[src/rtl/pcm_tdm_pkg.sv]
`timescale 1ns/1ps
package pcm_tdm_pkg;
  // Slot s is live when it lies inside the configured window and below the limit.
  function automatic logic in_window(input int unsigned s, input int unsigned lo,
                                     input int unsigned hi, input int unsigned lim);
    return (s >= lo) && (s <= hi) && (s < lim);
  endfunction
endpackage

[src/rtl/pcm_tdm_sync.sv]
`timescale 1ns/1ps
module pcm_tdm_sync #(
  parameter int W      = 3,
  parameter int STAGES = 2
) (
  input  logic         clk,
  input  logic         rst,
  input  logic [W-1:0] d,
  output logic [W-1:0] q
);
  logic [W-1:0] stage [STAGES];

  for (genvar i = 0; i < STAGES; i++) begin : g_stage
    always_ff @(posedge clk) begin
      if (rst) stage[i] <= '0;
      else if (i == 0) stage[i] <= d;
      else stage[i] <= stage[(i == 0) ? 0 : i-1];
    end
  end

  assign q = stage[STAGES-1];
endmodule

[src/rtl/pcm_tdm_rx.sv]
`timescale 1ns/1ps
module pcm_tdm_rx #(
  parameter int SAMPLE_W  = 8,
  parameter int MAX_SLOTS = 24,
  parameter int SLOT_W    = 5
) (
  input  logic                clk,
  input  logic                rst,
  input  logic                fall_evt,
  input  logic                fs_s,
  input  logic                rxd_s,
  input  logic [SLOT_W-1:0]   cfg_first,
  input  logic [SLOT_W-1:0]   cfg_last,
  output logic                in_frame,
  output logic                byte_done,
  output logic                rx_valid,
  output logic [SAMPLE_W-1:0] rx_byte,
  output logic [SLOT_W-1:0]   rx_slot,
  output logic                frame_err
);
  import pcm_tdm_pkg::*;

  localparam int BIT_W = $clog2(SAMPLE_W);
  localparam logic [BIT_W-1:0]  LAST_BIT = BIT_W'(SAMPLE_W-1);
  localparam logic [SLOT_W-1:0] SLOT_SAT = {SLOT_W{1'b1}};

  logic [BIT_W-1:0]    bit_cnt;
  logic [SLOT_W-1:0]   slot_cnt;
  logic [SAMPLE_W-1:0] shreg;
  logic [SAMPLE_W-1:0] shreg_nxt;

  assign shreg_nxt = {shreg[SAMPLE_W-2:0], rxd_s};

  always_ff @(posedge clk) begin
    if (rst) begin
      in_frame  <= 1'b0;
      bit_cnt   <= '0;
      slot_cnt  <= '0;
      shreg     <= '0;
      byte_done <= 1'b0;
      rx_valid  <= 1'b0;
      rx_byte   <= '0;
      rx_slot   <= '0;
      frame_err <= 1'b0;
    end else begin
      byte_done <= 1'b0;
      rx_valid  <= 1'b0;
      if (fall_evt) begin
        if (fs_s) begin
          in_frame <= 1'b1;
          shreg    <= shreg_nxt;
          if (bit_cnt == LAST_BIT) begin
            bit_cnt   <= '0;
            byte_done <= 1'b1;
            if (slot_cnt != SLOT_SAT) slot_cnt <= slot_cnt + 1'b1;
            if (in_window(32'(slot_cnt), 32'(cfg_first), 32'(cfg_last), MAX_SLOTS)) begin
              rx_valid <= 1'b1;
              rx_byte  <= shreg_nxt;
              rx_slot  <= slot_cnt;
            end
          end else begin
            bit_cnt <= bit_cnt + 1'b1;
          end
        end else begin
          if (in_frame && bit_cnt != '0) frame_err <= 1'b1;
          in_frame <= 1'b0;
          bit_cnt  <= '0;
          slot_cnt <= '0;
        end
      end
    end
  end
endmodule

[src/rtl/pcm_tdm_tx.sv]
`timescale 1ns/1ps
module pcm_tdm_tx #(
  parameter int SAMPLE_W  = 8,
  parameter int MAX_SLOTS = 24,
  parameter int SLOT_W    = 5
) (
  input  logic                clk,
  input  logic                rst,
  input  logic                rise_evt,
  input  logic                fs_s,
  input  logic                in_frame,
  input  logic                byte_done,
  input  logic [SLOT_W-1:0]   cfg_first,
  input  logic [SLOT_W-1:0]   cfg_last,
  input  logic [SAMPLE_W-1:0] tx_byte,
  output logic [SLOT_W-1:0]   tx_sel,
  output logic                tx_data,
  output logic                tx_oe
);
  import pcm_tdm_pkg::*;

  localparam logic [SLOT_W-1:0] SLOT_SAT = {SLOT_W{1'b1}};

  logic [SAMPLE_W-1:0] shreg;
  logic [SAMPLE_W-1:0] pend_byte;
  logic                pend;
  logic [SLOT_W-1:0]   out_slot;
  logic [SLOT_W-1:0]   out_slot_inc;

  assign out_slot_inc = (out_slot == SLOT_SAT) ? SLOT_SAT : out_slot + 1'b1;

  always_ff @(posedge clk) begin
    if (rst) begin
      shreg     <= '0;
      pend_byte <= '0;
      pend      <= 1'b0;
      out_slot  <= '0;
      tx_sel    <= '0;
      tx_oe     <= 1'b0;
    end else begin
      tx_sel <= in_frame ? out_slot_inc : '0;
      tx_oe  <= fs_s && in_window(32'(out_slot), 32'(cfg_first), 32'(cfg_last), MAX_SLOTS);
      if (!in_frame) begin
        shreg    <= tx_byte;
        pend     <= 1'b0;
        out_slot <= '0;
      end else begin
        if (byte_done) begin
          pend      <= 1'b1;
          pend_byte <= tx_byte;
        end
        if (rise_evt) begin
          if (pend) begin
            shreg    <= pend_byte;
            pend     <= 1'b0;
            out_slot <= out_slot_inc;
          end else begin
            shreg <= {shreg[SAMPLE_W-2:0], 1'b0};
          end
        end
      end
    end
  end

  assign tx_data = shreg[SAMPLE_W-1];
endmodule

[src/rtl/pcm_tdm_port.sv]
`timescale 1ns/1ps
module pcm_tdm_port #(
  parameter int SAMPLE_W    = 8,
  parameter int MAX_SLOTS   = 24,
  parameter int SLOT_W      = 5,
  parameter int SYNC_STAGES = 2
) (
  input  logic                clk,
  input  logic                rst,
  input  logic                bclk_i,
  input  logic                fs_i,
  input  logic                rxd_i,
  input  logic [SLOT_W-1:0]   cfg_first,
  input  logic [SLOT_W-1:0]   cfg_last,
  input  logic [SAMPLE_W-1:0] tx_byte,
  output logic [SLOT_W-1:0]   tx_sel,
  output logic                tx_data,
  output logic                tx_oe,
  output logic                rx_valid,
  output logic [SAMPLE_W-1:0] rx_byte,
  output logic [SLOT_W-1:0]   rx_slot,
  output logic                frame_err
);
  logic [2:0] pins_s;
  logic       bclk_s, fs_s, rxd_s, bclk_d;
  logic       rise_evt, fall_evt;
  logic       in_frame, byte_done;

  pcm_tdm_sync #(.W(3), .STAGES(SYNC_STAGES)) sync_i (
    .clk(clk), .rst(rst), .d({bclk_i, fs_i, rxd_i}), .q(pins_s)
  );

  assign {bclk_s, fs_s, rxd_s} = pins_s;

  always_ff @(posedge clk) begin
    if (rst) bclk_d <= 1'b0;
    else     bclk_d <= bclk_s;
  end

  assign rise_evt = bclk_s && !bclk_d;
  assign fall_evt = !bclk_s && bclk_d;

  pcm_tdm_rx #(.SAMPLE_W(SAMPLE_W), .MAX_SLOTS(MAX_SLOTS), .SLOT_W(SLOT_W)) rx_i (
    .clk(clk), .rst(rst), .fall_evt(fall_evt), .fs_s(fs_s), .rxd_s(rxd_s),
    .cfg_first(cfg_first), .cfg_last(cfg_last), .in_frame(in_frame),
    .byte_done(byte_done), .rx_valid(rx_valid), .rx_byte(rx_byte),
    .rx_slot(rx_slot), .frame_err(frame_err)
  );

  pcm_tdm_tx #(.SAMPLE_W(SAMPLE_W), .MAX_SLOTS(MAX_SLOTS), .SLOT_W(SLOT_W)) tx_i (
    .clk(clk), .rst(rst), .rise_evt(rise_evt), .fs_s(fs_s), .in_frame(in_frame),
    .byte_done(byte_done), .cfg_first(cfg_first), .cfg_last(cfg_last),
    .tx_byte(tx_byte), .tx_sel(tx_sel), .tx_data(tx_data), .tx_oe(tx_oe)
  );
endmodule

[config.mk]
export PLATFORM = sky130hd
export DESIGN_NAME = pcm_tdm_port
export DESIGN_NICKNAME = d
export VERILOG_FILES = /design/src/rtl/pcm_tdm_pkg.sv /design/src/rtl/pcm_tdm_sync.sv /design/src/rtl/pcm_tdm_rx.sv /design/src/rtl/pcm_tdm_tx.sv /design/src/rtl/pcm_tdm_port.sv
export SDC_FILE = /design/constraint.sdc
export NUM_CORES = 1
export LEC_CHECK = 0
export ABC_CLOCK_PERIOD_IN_PS = 2500
export BUFFER_PORTS_ARGS = -buffer_cell sky130_fd_sc_hd__buf_4
export CAP_MARGIN = 0
export CORE_ASPECT_RATIO = 1.75
export CORE_MARGIN = 2
export CORE_UTILIZATION = 43
export DETAILED_ROUTE_END_ITERATION = 10
export GPL_ROUTABILITY_DRIVEN = 0
export RECOVER_POWER = 100
export SYNTH_ARGS = -nofsm -noshare
export SYNTH_HDL_FRONTEND = slang
export SYNTH_HIERARCHICAL = 1
export SYNTH_SLANG_ARGS = --single-unit
[constraint.sdc]
create_clock -name clk -period 2.5 [get_ports clk]
set_input_delay 0.5 -clock clk [delete_from_list [all_inputs] [get_ports clk]]
set_output_delay 0.5 -clock clk [all_outputs]
set_load 0.005 [all_outputs]
==> qor.yml <==
placement:
  hpwlAfterDp_um: 4460
  placed_area_mm2: 0.00358
  numPortBuffers: 44
  dpl_worst_slack_ns: 0.381
grt:
  antenna_found_initial: 0
  grtUsageMet1_pct: 17.6
  grt_pass1_vias: 2391
  grtUsageMet3_pct: 4.86
  grtUsageMet2_pct: 27.5
  grt.busiest_layer: "met2"
  grt_pass1_wl_um: 10600
  grt_max_degree: 39
  track_usage_pct: 15.9
  grt-ovfl-total: 0
power:
  comb_power_share_pct: 4.7
  p_int_w: 0.00195
  cellLeakagePower_nw: 1.60
  switching_share_pct: 19.8
  seqPwrFrac_pct: 44.8
  clockPowerShare_pct: 50.5
  power_density_mw_per_mm2: 633
  peakVddDrop_mv: 0.642
  p_sw_w: 0.000482
clocking:
  htree_levels: 3
  cts_num_sinks: 67
  postCtsSetupRepairBufs: 0
  clockRootBuffer: "clkbuf_16"
  clk_latency_ns: 0.33
  cts_buffers: 9
  cts-resized-gates: 0
  cts_tree: "done"
  cts_buffer_depth: 2
  holdBufCountCts: 0
  cts.clk_slew.worst_paths_ns: 0.05
detailed_routing:
  wirelength_um: 6150
  ant_nets: 0
  drtPass1Iterations: 4
  vias: 2509
  wl_per_cell_um: 12.4
  vias_per_cell: 5.08
  drc: 0
  drtIter0Drc: 144
sta:
  finalMaxSlewViolations: 0
  max_slew_margin_pct: 22.6
  worstMarginPinSlew_ns: 1.16
  rsz0062_at_grt: "false"
  finalSetupViolations: 0
  fmax_mhz: 504
  tns_ns: 0
  period_needed_ns: 1.99
  fin_crit_sh_pct: 79.4
  setup_ws_ns: 0.515
  skew_ns: 0.00543
  finalHoldViolCount: 0
  hold_slack_ns: 0.382
logic_synthesis:
  yosysSeqAreaShare_pct: 41.6
  synth_fp_nets: 413
  avgSynthCellArea_um2: 8.87
  yosysWarnings: 6
  netlist_instances: 364
  netlist_area_mm2: 0.00323
  ys_ff_latch: 67
  synth_edf_count: 0
  synth_ff_type: "dfxtp_1"
  synth_cell_types: 39
  postSynth.asyncResetShare_pct: 0
min_path:
  worstHoldPathType: "input pin to register"
setup_path:
  path_buf_inv: 1
  cpPeakStageDelay_ns: 0.48
  worst_ep_arrival_time_ns: 2.24
  start_kind: "register"
  path_cells: "ha_1 -> a21oi_1 -> o21ai_0 -> a211oi_1 -> o211a_1 -> buf_4 -> mux2i_1"
  crit_path_end_kind: "register"
  critical_path_required_ns: 2.75
  critPathKind: "register to register"
  regToRegSetupSlack_ns: 0.51
  cpMaxStageDelayCell: "dfxtp_1"
  cp_top_family: "compound AO/OA/AOI/OAI gates"
  path_max_fanout: 14
layout:
  final_cell_area_mm2: 0.00384
  finish.utilization_pct: 53.1
  drive_gt1_share_pct: 14.5
  fill_cells: 707
  nNetsFinal: 455
  final_common_cell: "dfxtp_1"
  areaGrowthSynthToFinish_pct: 18.9
  layout_common_cells: "67 x dfxtp_1, 37 x a21oi_1, 35 x nor2_1, 34 x nand2_1, 31 x nand2b_1"
  antenna-diode-count: 0
die:
  fp.coreArea_mm2: 0.00723
  fp.dieArea_mm2: 0.00824
  fp.dieH_um: 119
  fp.dieW_um: 69.5
  io_pins: 45
  rows: 41
  start_util_pct: 44.6
flow_run:
  cap_viol_max_count: 0
run_status:
  status: "completed"
through the flow:
step	total power [W]	cells
after floorplan	0.00118	364
after global placement	0.00123	481
after detailed placement	0.00123	481
after CTS	0.00247	494
after global routing	0.00253	494
final	0.00243	494
layer usage:
metal	vias to the layer above	routed length (um)
met5	-	0
met4	0	112
met3	9	275
met2	47	3110
met1	1149	2650
li1	1304	-
area by class of cell:
| type | instances | area, um^2 | share of cell area, % |
|---|---|---|---|
| Multi-Input combinational cell | 255 | 1660 | 43.1 |
| Clock buffer | 11 | 253 | 6.59 |
| Clock inverter | 2 | 37.5 | 0.978 |
| Tap cell | 86 | 108 | 2.80 |
| Sequential cell | 67 | 1340 | 35.0 |
| Timing Repair Buffer | 50 | 357 | 9.29 |
| Inverter | 23 | 86.3 | 2.25 |
sequential cells by signal (all words and copies together), names as in the netlist:
signal and cells:
rx_i/rx_byte 8, tx_i/pend_byte 8, tx_i/shreg 8, rx_i/shreg 7
sync_i/stage 6, rx_i/rx_slot 5, rx_i/slot_cnt 5, tx_i/out_slot 5
tx_i/tx_sel 5, rx_i/bit_cnt 3, bclk_d 1, rx_i/byte_done 1
rx_i/frame_err 1, rx_i/in_frame 1, rx_i/rx_valid 1, tx_i/pend 1
tx_i/tx_oe 1
cell usage after synthesis (3+ instances only):
cell type  number  area share, %
dfxtp_1        67             42
a21oi_1        36            5.6
nor2_1         35            4.1
nand2_1        34            4.0
nand2b_1       30            5.8
mux2i_1        28            8.7
ha_1           26             10
inv_1          23            2.7
nor2b_1        12            2.3
nand3_1        11            1.7
clkbuf_1        7           0.81
buf_2           5           0.78
o21ai_0         5           0.78
a22oi_1         4           0.93
buf_6           4            1.4
and2_1          3           0.58
nor3_1          3           0.46
cells by family after synthesis:
family | share of synthesized area (%)
simple gates | 20.6
flops | 41.6
compound gates | 12.2
buf+inv | 6.63
mux | 8.68
fa+ha+maj | 10.1
xor+xnor | 0.271
power groups by stage:
stage,clock [W],combinational [W],sequential [W]
floorplan,0,0.0000730,0.00111
global placement,0,0.000118,0.00111
detailed placement,0,0.000120,0.00111
CTS,0.00127,0.000120,0.00109
global route,0.00131,0.000133,0.00109
finish,0.00123,0.000115,0.00109
path summary, 6_finish.rpt:
check	from	to	cells after the start
max	rx_i/slot_cnt[2]$_SDFFE_PP0P_	rx_i/rx_slot[3]$_SDFFE_PP0P_	7
min	rxd_i	sync_i/stage[0][0]$_SDFF_PP0_	2
max reg2reg	rx_i/slot_cnt[2]$_SDFFE_PP0P_	rx_i/rx_slot[3]$_SDFFE_PP0P_	7
min reg2reg	sync_i/stage[0][1]$_SDFF_PP0_	sync_i/stage[1][1]$_SDFF_PP0_	1
No activity file was read; power rests on OpenSTA's default activity.
